**src/rtl/f2h_pkg.sv**
```systemverilog
package f2h_pkg;
   // Class of an input word, decided from its exponent field
   typedef enum logic [2:0] {
      CLS_ZERO,    // exponent field zero: zero or binary32 subnormal
      CLS_INFNAN,  // exponent field all ones
      CLS_OVF,     // too large for the output format
      CLS_NORM,    // lands on an output normal
      CLS_SUB,     // lands on an output subnormal
      CLS_TINY     // shifted out entirely
   } f2h_cls_e;
endpackage

```
**src/rtl/f2h_classify.sv**
```systemverilog
module f2h_classify
   import f2h_pkg::*;
#(
   parameter int IN_EXP_W  = 8,
   parameter int IN_MAN_W  = 23,
   parameter int OUT_EXP_W = 5,
   parameter int OUT_MAN_W = 10,
   parameter int SH_W      = 5
) (
   input  logic [IN_EXP_W-1:0]  in_exp,
   output f2h_cls_e             cls,
   output logic [OUT_EXP_W-1:0] norm_exp,
   output logic [SH_W-1:0]      sub_shift
);
   localparam int IN_BIAS  = (1 << (IN_EXP_W - 1)) - 1;
   localparam int OUT_BIAS = (1 << (OUT_EXP_W - 1)) - 1;
   localparam int OUT_MAX  = (1 << OUT_EXP_W) - 1;
   localparam int DROP     = IN_MAN_W - OUT_MAN_W;
   localparam int SH_LIMIT = IN_MAN_W + 1;
   localparam logic [IN_EXP_W-1:0] EXP_ONES = '1;

   int rebiased;
   int shift_amt;

   always_comb begin
      rebiased  = int'(in_exp) - IN_BIAS + OUT_BIAS;
      shift_amt = DROP + 1 - rebiased;
      norm_exp  = '0;
      sub_shift = '0;
      if (in_exp == '0) begin
         cls = CLS_ZERO;
      end else if (in_exp == EXP_ONES) begin
         cls = CLS_INFNAN;
      end else if (rebiased >= OUT_MAX) begin
         cls = CLS_OVF;
      end else if (rebiased >= 1) begin
         cls      = CLS_NORM;
         norm_exp = OUT_EXP_W'(rebiased);
      end else if (shift_amt > SH_LIMIT) begin
         cls = CLS_TINY;
      end else begin
         cls       = CLS_SUB;
         sub_shift = SH_W'(shift_amt);
      end
   end
endmodule

```
**src/rtl/f2h_round.sv**
```systemverilog
module f2h_round #(
   parameter int IN_MAN_W    = 23,
   parameter int OUT_EXP_W   = 5,
   parameter int OUT_MAN_W   = 10,
   parameter int SH_W        = 5,
   parameter bit TIE_EVEN_EN = 1'b1
) (
   input  logic [IN_MAN_W-1:0]            man,
   input  logic [OUT_EXP_W-1:0]           norm_exp,
   input  logic [SH_W-1:0]                sub_shift,
   input  logic                           use_sub,
   input  logic                           tie_even,
   output logic [OUT_EXP_W+OUT_MAN_W-1:0] mag
);
   localparam int DROP   = IN_MAN_W - OUT_MAN_W;
   localparam int SIG_W  = IN_MAN_W + 1;
   localparam int WIDE_W = 2 * SIG_W;
   localparam int MAG_W  = OUT_EXP_W + OUT_MAN_W;

   logic [SIG_W-1:0]  sig;
   logic [WIDE_W-1:0] wide;
   logic [MAG_W-1:0]  trunc;
   logic              rbit;
   logic              sticky;
   logic              inc;

   // Subnormal path: significand parked in the upper half, shifted down,
   // so the lower half holds exactly the discarded bits.
   always_comb begin
      sig  = {1'b1, man};
      wide = {sig, {SIG_W{1'b0}}} >> sub_shift;
      if (use_sub) begin
         trunc  = {{OUT_EXP_W{1'b0}}, OUT_MAN_W'(wide >> SIG_W)};
         rbit   = wide[SIG_W-1];
         sticky = |wide[SIG_W-2:0];
      end else begin
         trunc  = {norm_exp, man[IN_MAN_W-1 -: OUT_MAN_W]};
         rbit   = man[DROP-1];
         sticky = |man[DROP-2:0];
      end
   end

   generate
      if (TIE_EVEN_EN) begin : g_two_modes
         assign inc = rbit & (~tie_even | sticky | trunc[0]);
      end else begin : g_half_up_only
         logic unused_mode;
         assign unused_mode = tie_even ^ sticky;
         assign inc = rbit;
      end
   endgenerate

   // Increment on the packed field: a carry may enter the exponent
   assign mag = trunc + MAG_W'(inc);
endmodule

```
**src/rtl/f2h_pack.sv**
```systemverilog
module f2h_pack
   import f2h_pkg::*;
#(
   parameter int OUT_EXP_W = 5,
   parameter int OUT_MAN_W = 10
) (
   input  f2h_cls_e                       cls,
   input  logic                           sign,
   input  logic                           man_nz,
   input  logic [OUT_EXP_W+OUT_MAN_W-1:0] rounded,
   output logic [OUT_EXP_W+OUT_MAN_W:0]   word
);
   localparam int MAG_W = OUT_EXP_W + OUT_MAN_W;
   localparam logic [MAG_W-1:0] INF_MAG  = {{OUT_EXP_W{1'b1}}, {OUT_MAN_W{1'b0}}};
   localparam logic [MAG_W-1:0] QNAN_MAG = INF_MAG | (MAG_W'(1) << (OUT_MAN_W - 1));

   logic [MAG_W-1:0] mag;

   always_comb begin
      case (cls)
         CLS_INFNAN:        mag = man_nz ? QNAN_MAG : INF_MAG;
         CLS_OVF:           mag = INF_MAG;
         CLS_NORM, CLS_SUB: mag = rounded;
         default:           mag = '0;
      endcase
      word = {sign, mag};
   end
endmodule

```
**src/rtl/fp32_to_fp16_cvt.sv**
```systemverilog
module fp32_to_fp16_cvt
   import f2h_pkg::*;
#(
   parameter int IN_EXP_W    = 8,
   parameter int IN_MAN_W    = 23,
   parameter int OUT_EXP_W   = 5,
   parameter int OUT_MAN_W   = 10,
   parameter bit TIE_EVEN_EN = 1'b1
) (
   input  logic                          clk,
   input  logic                          rst_n,
   input  logic                          in_valid,
   input  logic [IN_EXP_W+IN_MAN_W:0]    in_data,
   input  logic                          rnd_mode,
   output logic                          out_valid,
   output logic [OUT_EXP_W+OUT_MAN_W:0]  out_data
);
   localparam int IW   = IN_EXP_W + IN_MAN_W + 1;
   localparam int OW   = OUT_EXP_W + OUT_MAN_W + 1;
   localparam int SH_W = $clog2(IN_MAN_W + 2);

   // Elaboration-time parameter checks
   generate
      if (OUT_EXP_W >= IN_EXP_W) begin : g_bad_exp
         $error("output exponent must be narrower than input exponent");
      end
      if (IN_MAN_W - OUT_MAN_W < 2) begin : g_bad_man
         $error("at least two mantissa bits must be dropped");
      end
      if (OUT_EXP_W < 2 || OUT_MAN_W < 1) begin : g_bad_out
         $error("output format too small");
      end
   endgenerate

   logic                  sign;
   logic [IN_EXP_W-1:0]   exp_f;
   logic [IN_MAN_W-1:0]   man_f;
   f2h_cls_e              cls;
   logic [OUT_EXP_W-1:0]  norm_exp;
   logic [SH_W-1:0]       sub_shift;
   logic [OW-2:0]         rounded;
   logic [OW-1:0]         result;

   assign sign  = in_data[IW-1];
   assign exp_f = in_data[IW-2 -: IN_EXP_W];
   assign man_f = in_data[IN_MAN_W-1:0];

   f2h_classify #(
      .IN_EXP_W (IN_EXP_W),
      .IN_MAN_W (IN_MAN_W),
      .OUT_EXP_W(OUT_EXP_W),
      .OUT_MAN_W(OUT_MAN_W),
      .SH_W     (SH_W)
   ) u_classify (
      .in_exp   (exp_f),
      .cls      (cls),
      .norm_exp (norm_exp),
      .sub_shift(sub_shift)
   );

   f2h_round #(
      .IN_MAN_W   (IN_MAN_W),
      .OUT_EXP_W  (OUT_EXP_W),
      .OUT_MAN_W  (OUT_MAN_W),
      .SH_W       (SH_W),
      .TIE_EVEN_EN(TIE_EVEN_EN)
   ) u_round (
      .man      (man_f),
      .norm_exp (norm_exp),
      .sub_shift(sub_shift),
      .use_sub  (cls == CLS_SUB),
      .tie_even (rnd_mode),
      .mag      (rounded)
   );

   f2h_pack #(
      .OUT_EXP_W(OUT_EXP_W),
      .OUT_MAN_W(OUT_MAN_W)
   ) u_pack (
      .cls    (cls),
      .sign   (sign),
      .man_nz (|man_f),
      .rounded(rounded),
      .word   (result)
   );

   always_ff @(posedge clk) begin
      if (!rst_n) begin
         out_valid <= 1'b0;
         out_data  <= '0;
      end else begin
         out_valid <= in_valid;
         if (in_valid) out_data <= result;
      end
   end
endmodule

```
**config.mk**
```make
export PLATFORM = sky130hd
export DESIGN_NAME = fp32_to_fp16_cvt
export DESIGN_NICKNAME = d
export VERILOG_FILES = /design/src/rtl/f2h_pkg.sv /design/src/rtl/f2h_classify.sv /design/src/rtl/f2h_round.sv /design/src/rtl/f2h_pack.sv /design/src/rtl/fp32_to_fp16_cvt.sv
export SDC_FILE = /design/constraint.sdc
export NUM_CORES = 1
export LEC_CHECK = 0
export ABC_AREA = 1
export CAP_MARGIN = 15
export CORE_MARGIN = 2
export CORE_UTILIZATION = 55
export CTS_BUF_LIST = sky130_fd_sc_hd__clkbuf_16
export CTS_CLUSTER_DIAMETER = 100
export DETAILED_ROUTE_END_ITERATION = 12
export PLACE_DENSITY = 0.79
export SYNTH_ARGS = -nofsm -noshare
export SYNTH_HDL_FRONTEND = slang
export SYNTH_SLANG_ARGS = --single-unit
```
**constraint.sdc**
```tcl
create_clock -name clk -period 13 [get_ports clk]
set_input_delay 1.3 -clock clk [delete_from_list [all_inputs] [get_ports clk]]
set_output_delay 1.3 -clock clk [all_outputs]
set_load 0.05 [all_outputs]
```
==> metrics list, run 1 <==
- Status: finished clean
- DRC viols: 0
- Sequential elements use roughly 7.4% of the synthesized area.
- Worst Hold Path Cells: 2
* Final core utilization: 63.6%
- For this configuration, the core starts out at a cell density of 56.2%.
- Number of levels in the clock H-tree: 1
- DRC violation total after the first TritonRoute iteration: 473
- Post-Place Cells: 1048
- Non-filler cells in the finished layout: approximately 1100
- Static leakage: 2.57 nW
- Crit-path leading delay family: simple AND/OR/NAND/NOR gates
* Worst Setup End Kind: flop
- Measured against its own limit, the worst slew margin works out to 32.3%.
- Maximum clock skew at final layout: 0 ps
- Final hold violation count: 0
- Power, Total: 309 uW
* First-pass detailed-route iteration total: 7
- Filler cell count in the final layout: about 850
* Fraction of final layout cells sized beyond drive strength 1: 7.07%
- For this run, the post-layout net count is 997.
- Number of buffer and inverter instances along the worst setup path: 8
- Max Root-Sink Buffers: 2
- Cell chosen for the clock root: sky130_fd_sc_hd__clkbuf_16
- The later pin in the worst-skew pair is clocked with a latency of 250 ps.
* Critical Path Source: in_data[23]
- The tool flagged a number of max-cap violations equal to 0.
- In this run the most critical hold path is launched from out_data[2].
- In this run the mean area of a mapped cell was between 4 and 5 sq um.
- Setup repair after global routing left no endpoint under its margin.
- The count of buffers added on input and output ports is 52.
- Number of nets produced by synthesis: 968
- 53 I/O pins were placed.
* Commonest non-fill, non-tap cells in the layout: sky130_fd_sc_hd__nand2_1, sky130_fd_sc_hd__nand3_1, sky130_fd_sc_hd__nor2_1
* Die area: 9060 sq um
- Antenna violations before repair: 0
- Global routing used 33.7% of the available tracks.
- For the pin with the worst max-slew slack, the measured transition is 1020 ps.
- The cell that appears most often on the critical path is sky130_fd_sc_hd__nand2_1.
- Placement-stage worst setup slack: between 4000 and 5000 ps
- The core region is 8130 sq um.
- Post-layout minimum cycle time: 8280 ps
* Critical Path AT: 8400 ps
* Type of element launching the critical path: primary input
- Setup violations remaining at the end of the flow were counted as 0.
- The total overflow left after global routing is 0.
* Highest-delay cell along the critical path: sky130_fd_sc_hd__nand2_2
- Post-CTS timing repair inserted 0 buffers for setup.
* Total Negative Setup Slacks: 0 ps
- Weighted congestion reported at the end of routability-driven placement: around 1.0
- Area growth syn-to-layout: 13.1%
* Resized cells post-CTS: 0
- Number of flip-flops and latches in the synthesized netlist: 17
- End point of the most critical hold path: out_data[2]
- The routed layout has 6142 vias.
* Crit path largest cell delay: between 400 and 500 ps
- In this run the remaining antenna-violating nets after routing total 0.
- Maximum fanout along the worst path: 32
- The tightest min-delay check is of the flop to flop type.
* Reg-to-reg startpoint: out_data[10]
* Wire length after detailed routing: 15200 microns
* Yosys warning total: 0
- Once routing completed, OpenROAD measured the worst setup slack at 4720 ps.
* Number of cell rows: 33
- After clock tree synthesis, the flow added hold-fix buffers numbering 0.
- Data on the critical path is required at its endpoint by 13120 ps.
* Leading cell type in the layout, fill and taps excluded: sky130_fd_sc_hd__nand2_1
- Yosys mapped the design onto 38 distinct sky130hd cell types.
- The critical path is of the primary input to flop type.
- Sinks on Clock Net: 17
* Number of buffers created by CTS: 3
- Counting cells, the worst reg-to-reg path comes to 2.
- Reg-to-reg critical path endpoint: out_data[10]
* Die outline height: 95.2 microns
* Number of global-route vias before repair: around 5300
- The number of antenna diodes in the final layout is 0.
- The first global-routing pass estimated 24900 microns of wire.
- Clock tree from TritonCTS: yes
- Hpwl dp: ~12000 microns
- Period Utilization, post-route: 63.7%
- After clock tree synthesis, the clock-pin slew on the worst setup and hold paths is 50 ps.
- Share of flip-flops with an asynchronous set or reset after synthesis: 0%
- Die width: 95.2 microns
- The worst register-to-register path has a setup slack of 12320 ps.
- Using the TritonRoute via totals, the vias-per-cell ratio works out to around 6.
* Number of standard cells after synthesis: 919
* Top_reg_cell synth: sky130_fd_sc_hd__dfxtp_1
- Yosys mapped a number of flops with a built-in enable equal to 0.
- Dividing the detail-routed wire length by the instance count gives 14.4 microns.
- Mapped Area: 4570 sq um
- Timing would allow up to approximately 0.12 GHz.
- Largest net degree at the start of global routing: 37
* Worst ir drop on vdd: between 50 and 60 uV
- The final max-slew violation count came to 0.
- Power density cells: 59.7 nW/um^2
metal layers:
metal / GRT usage, % / part of all wire, % / up-vias
met5: 0 / 0 / -
met4: 12.8 / 3.9 / 0
met3: 5.85 / 9.0 / 50
met2: 53.0 / 44 / 304
met1: 45.8 / 43 / 2711
li1: - / - / 3077
tightest hold or removal path: stages, from the launching register on:
cell,delay (ps)
sky130_fd_sc_hd__dfxtp_1,300
sky130_fd_sc_hd__nand2_1,60
sky130_fd_sc_hd__a21oi_1,50
power breakdown:
part / switching, mW / internal (mW) / leakage [nW]
sequential: 0.00165 / 0.0553 / 0.139
combinational: 0.129 / 0.0589 / 2.40
clock: 0.0218 / 0.0415 / 0.0371
total: 0.153 / 0.156 / 2.57
Yosys cell counts (12+ instances only):
master                    count  area share, %
sky130_fd_sc_hd__ha_1        13            3.6
sky130_fd_sc_hd__nand3_1    180             20
sky130_fd_sc_hd__buf_2       15            1.6
sky130_fd_sc_hd__inv_1       82            6.7
sky130_fd_sc_hd__nand2_2     12            1.6
sky130_fd_sc_hd__nand4_1     40            5.5
sky130_fd_sc_hd__nor4_1      14            1.9
sky130_fd_sc_hd__nor2_1      84            6.9
sky130_fd_sc_hd__a21oi_1     25            2.7
sky130_fd_sc_hd__nand2_1    334             27
sky130_fd_sc_hd__inv_2       16            1.3
sky130_fd_sc_hd__dfxtp_1     17            7.4
per-stage QoR:
| step | hold slack, ps | cell area (sq um) |
|---|---|---|
| final | 461 | 5170 |
| after detailed placement | 459 | 5090 |
| after global placement | 455 | 5090 |
| after floorplan | 690 | 4570 |
| after CTS | 465 | 5170 |
| after global routing | 488 | 5170 |
area by class of cell:
| class | instances | area [sq um] | share of cell area, % |
|---|---|---|---|
| clock inverter | 1 | 7.51 | 0.145 |
| sequential | 17 | 340 | 6.58 |
| clock buffer | 3 | 75.1 | 1.45 |
| timing repair buffer | 56 | 551 | 10.6 |
| multi-input combinational | 769 | 3690 | 71.3 |
| inverter | 101 | 379 | 7.33 |
| tap | 105 | 131 | 2.54 |
registers in the layout, summed over array words and instances (netlist names):
name       cells
out_valid      1
out_data      16
cell families after synthesis:
| logic type | count (synthesis) | share of synthesized area [%] |
|---|---|---|
| AO/OA/AOI/OAI | 50 | 6.49 |
| XOR/XNOR | 6 | 1.15 |
| buffers and inverters | 133 | 11.9 |
| AND/OR/NAND/NOR | 700 | 69.4 |
| flip-flops | 17 | 7.45 |
| adder cells (fa/ha/maj) | 13 | 3.56 |
worst max-delay path by stage:
stage	to	slack (ps)	cells after the start
after floorplan	out_data[10]	6960	43
after global placement	out_data[10]	4780	41
after detailed placement	out_data[10]	4660	41
after CTS	out_data[10]	4880	43
after global routing	out_data[10]	3980	43
final	out_data[10]	4720	43
(Power assumes the default switching activity.)
==> inputs of run 2 (changes only) <==
--- a/config.mk
+++ b/config.mk
@@ -8,7 +8,7 @@
 export ABC_AREA = 1
 export CAP_MARGIN = 15
 export CORE_MARGIN = 2
-export CORE_UTILIZATION = 55
+export CORE_UTILIZATION = 53
 export CTS_BUF_LIST = sky130_fd_sc_hd__clkbuf_16
 export CTS_CLUSTER_DIAMETER = 100
 export DETAILED_ROUTE_END_ITERATION = 12
==> constraint.sdc (replaced) <==
create_clock -name clk -period 7.4 [get_ports clk]
set_input_delay 0.74 -clock clk [delete_from_list [all_inputs] [get_ports clk]]
set_output_delay 0.74 -clock clk [all_outputs]
set_load 0.05 [all_outputs]
==> metrics list, run 2 (same netlist as run 1, synthesis figures left out) <==
- Final hold violation count: 0 (unchanged)
* Reg-to-reg startpoint: out_data[10] (unchanged)
- Critical path class: primary input to flop (unchanged)
- Quantity of hold-fixing buffers added after cts: 0 (unchanged)
- Worst Hold Path Cells: 2 (unchanged)
* Die area: 9380 sq um (was 9060 sq um)
* Minimum setup slack among reg-to-reg paths: 6740 ps (was 12320 ps)
- Resized cells post-CTS: 0 (unchanged)
- The CTS buffer count is 3 (unchanged).
* Sinks on Clock Net: 17 (unchanged)
- Cell chosen for the clock root: sky130_fd_sc_hd__clkbuf_16 (unchanged)
* DRC viols: 0 (unchanged)
* Placeable core region: 8300 sq um (was 8130 sq um)
- Antenna-violating nets left: 0 (unchanged)
- Maximum fanout along the worst path: 18 (was 32)
* Hold_sp: out_data[6] (was out_data[2])
- Sequential group share of total power: 18.6% (was 18.5%)
* Highest-delay cell along the critical path: sky130_fd_sc_hd__clkdlybuf4s50_1 (was sky130_fd_sc_hd__nand2_2)
- Hpwl dp: 11800 microns (was 11900 microns)
* Wire length per cell after detailed routing: 14.4 microns (about the same)
- First-pass detailed-route iteration total: 5 (was 7)
- The number of nets in the layout is 1002 (was 997).
* Commonest non-fill, non-tap cells in the layout: sky130_fd_sc_hd__nand2_1, sky130_fd_sc_hd__nand3_1, sky130_fd_sc_hd__inv_1, sky130_fd_sc_hd__nor2_1, sky130_fd_sc_hd__clkdlybuf4s50_1 (was sky130_fd_sc_hd__nand2_1, sky130_fd_sc_hd__nand3_1, sky130_fd_sc_hd__nor2_1)
- Relative slew slack: 57.9% (was 32.3%)
- Net switching power of the design: 263 uW (was 153 uW)
* Flip-flop count of the largest register, all copies and words added: 16 (unchanged)
* Number of primary I/O pins: 53 (unchanged)
* Die width: 96.9 microns (was 95.2 microns)
- Antenna violations before repair: 0 (unchanged)
- The antenna diode instance count came to 0 (unchanged).
- Relative contribution of the clock network to total power: 19.7% (was 20.5%)
- The final worst clock skew is 0 ps (unchanged).
- Achievable Freq: 0.148 GHz
* FF-to-FF path depth: 2 (unchanged)
* Dpl cell area: 5120 sq um (was 5090 sq um)
* Transition time of the tightest slew-check pin: 626 ps (was 1020 ps)
- Number of post-CTS setup repair buffers: 0 (unchanged)
* Worst hold path type: flop to flop (unchanged)
- The via count of the first global-routing pass is 5581 (was 5279).
- # Max-Cap Violations: 0 (unchanged)
- Status: finished clean (unchanged)
- Fraction of final layout cells sized beyond drive strength 1: 7.56% (was 7.07%)
- Number of levels in the clock H-tree: 1 (unchanged)
* Design internal power: 276 uW (was 156 uW)
- Number of cell rows: 33 (unchanged)
* Total number of vias: 6201 (was 6142)
- The power density over the cells was 103 nW/um^2 (was 59.7 nW/um^2).
- The die extent in y is 96.9 microns (was 95.2 microns).
* Clock transition at the registers of the reported paths: 50 ps (about the same)
* Switching power as a share of total power: 48.8% (was 49.5%)
* Mean number of vias per cell: 5.87 (was 5.84)
- The most common cell type on the critical path is sky130_fd_sc_hd__nand2_1 (unchanged).
- Worst Setup End Kind: flop (unchanged)
* Count of endpoints failing setup in the final report: 0 (unchanged)
- Type of element launching the critical path: primary input (unchanged)
* Initial Util: 55.1% (was 56.2%)
- The register with the most flip-flops is out_data (unchanged).
- Final max-slew violation count: 0 (unchanged)
- The post-layout instance area came to 5240 sq um (was 5170 sq um).
- Aggregate global routing overflow: 0 (unchanged)
* DRC violation total after the first TritonRoute iteration: 529 (was 473)
* Worst skew pair latency: 250 ps (about the same)
- Area growth syn-to-layout: 14.6% (was 13.1%)
- The pin count of the biggest net entering global routing is 31 (was 37).
- The static power due to leakage came to 2.61 nW (was 2.57 nW).
- Worst ir drop on vdd: 135 uV (was 51.0 uV)
- The leading cell type in the layout, fill and taps excluded is sky130_fd_sc_hd__nand2_1 (unchanged).
- Filler cell count in the final layout: 830 (was 854)
* First-pass GRT wire length: 25700 microns (was 24900 microns)
- The number of buffers inserted by port buffering was 52 (unchanged).
- Critical Path AT: 6880 ps (was 8400 ps)
- The maximum cell stage delay along the critical path was 570 ps (was 470 ps).
- Aggregate global-route resource usage: 31.5% (was 33.7%)
* Regs by FF count: out_data (16), out_valid (1) (unchanged)
* Total Negative Setup Slacks: 0 ps (unchanged)
- Wire length after detailed routing: 15200 microns (about the same)
* Weighted congestion reported at the end of routability-driven placement: 1.01 (about the same)
- The portion of total power attributed to combinational logic is 61.7% (was 61.0%).
- Critical Path RT: 7520 ps (was 13120 ps)
- Post-layout minimum cycle time: 6760 ps
* Reg-to-reg critical path endpoint: out_data[10] (unchanged)
* Clock tree from TritonCTS: yes (unchanged)
- Period Utilization, post-route: between 90% and 100%
- The maximum count of clock buffers along a single path was 2 (unchanged).
- The hold-critical path endpoint is out_data[6] (was out_data[2]).
-- run 2: worst max path at each step --
| stage | startpoint | endpoint | slack [ps] | depth (start not counted) |
|---|---|---|---|---|
| global placement | in_data[23] | out_data[10] | 300 | 43 |
| CTS | in_data[23] | out_data[10] | 440 | 46 |
| floorplan | in_data[23] | out_data[10] | 1920 | 43 |
| detailed placement | in_data[23] | out_data[10] | 220 | 45 |
| finish | in_data[24] | out_data[10] | 640 | 44 |
| global route | in_data[24] | out_data[10] | -3 | 46 |
-- run 2: layout make-up --
type / instances / area (sq um) / area share (%)
Multi-Input combinational cell: 769 / 3710 / 70.8
Sequential cell: 17 / 340 / 6.50
Clock buffer: 3 / 75.1 / 1.43
Clock inverter: 1 / 3.75 / 0.0717
Inverter: 101 / 380 / 7.26
Tap cell: 105 / 131 / 2.51
Timing Repair Buffer: 61 / 599 / 11.4
-- run 2: per-layer routing --
| metal | up-vias | global-route usage [%] | routed length (microns) |
|---|---|---|---|
| met5 | - | 0 | 0 |
| met4 | 0 | 9.64 | 332 |
| met3 | 44 | 5.42 | 1560 |
| met2 | 319 | 51.0 | 6760 |
| met1 | 2748 | 42.7 | 6570 |
| li1 | 3090 | - | - |
-- run 2: power groups by stage --
stage | Combinational [mW] | Sequential, mW | Clock, mW
finish | 0.332 | 0.100 | 0.106
global route | 0.368 | 0.101 | 0.113
CTS | 0.322 | 0.100 | 0.107
detailed placement | 0.320 | 0.102 | 0
global placement | 0.321 | 0.102 | 0
floorplan | 0.213 | 0.121 | 0
-- run 2: worst max-delay path: cells and delay by family --
kind,cells,cell delay (ps)
simple gates,32,3700
buf+inv,6,1300
fa+ha+maj,3,830
compound gates,3,280
-- run 2: per-stage QoR --
step           power, mW  hold WS [ps]  setup WS, ps  util, %  instances
2_1_floorplan      0.333           690          1920        -        919
3_3_place_gp       0.423           457           301     61.8       1053
3_5_place_dp       0.422           456           216     61.8       1053
4_1_cts            0.529           464           445     62.7       1057
5_1_grt            0.582           485         -3.20     63.1       1057
6_report           0.539           462           636     63.1       1057
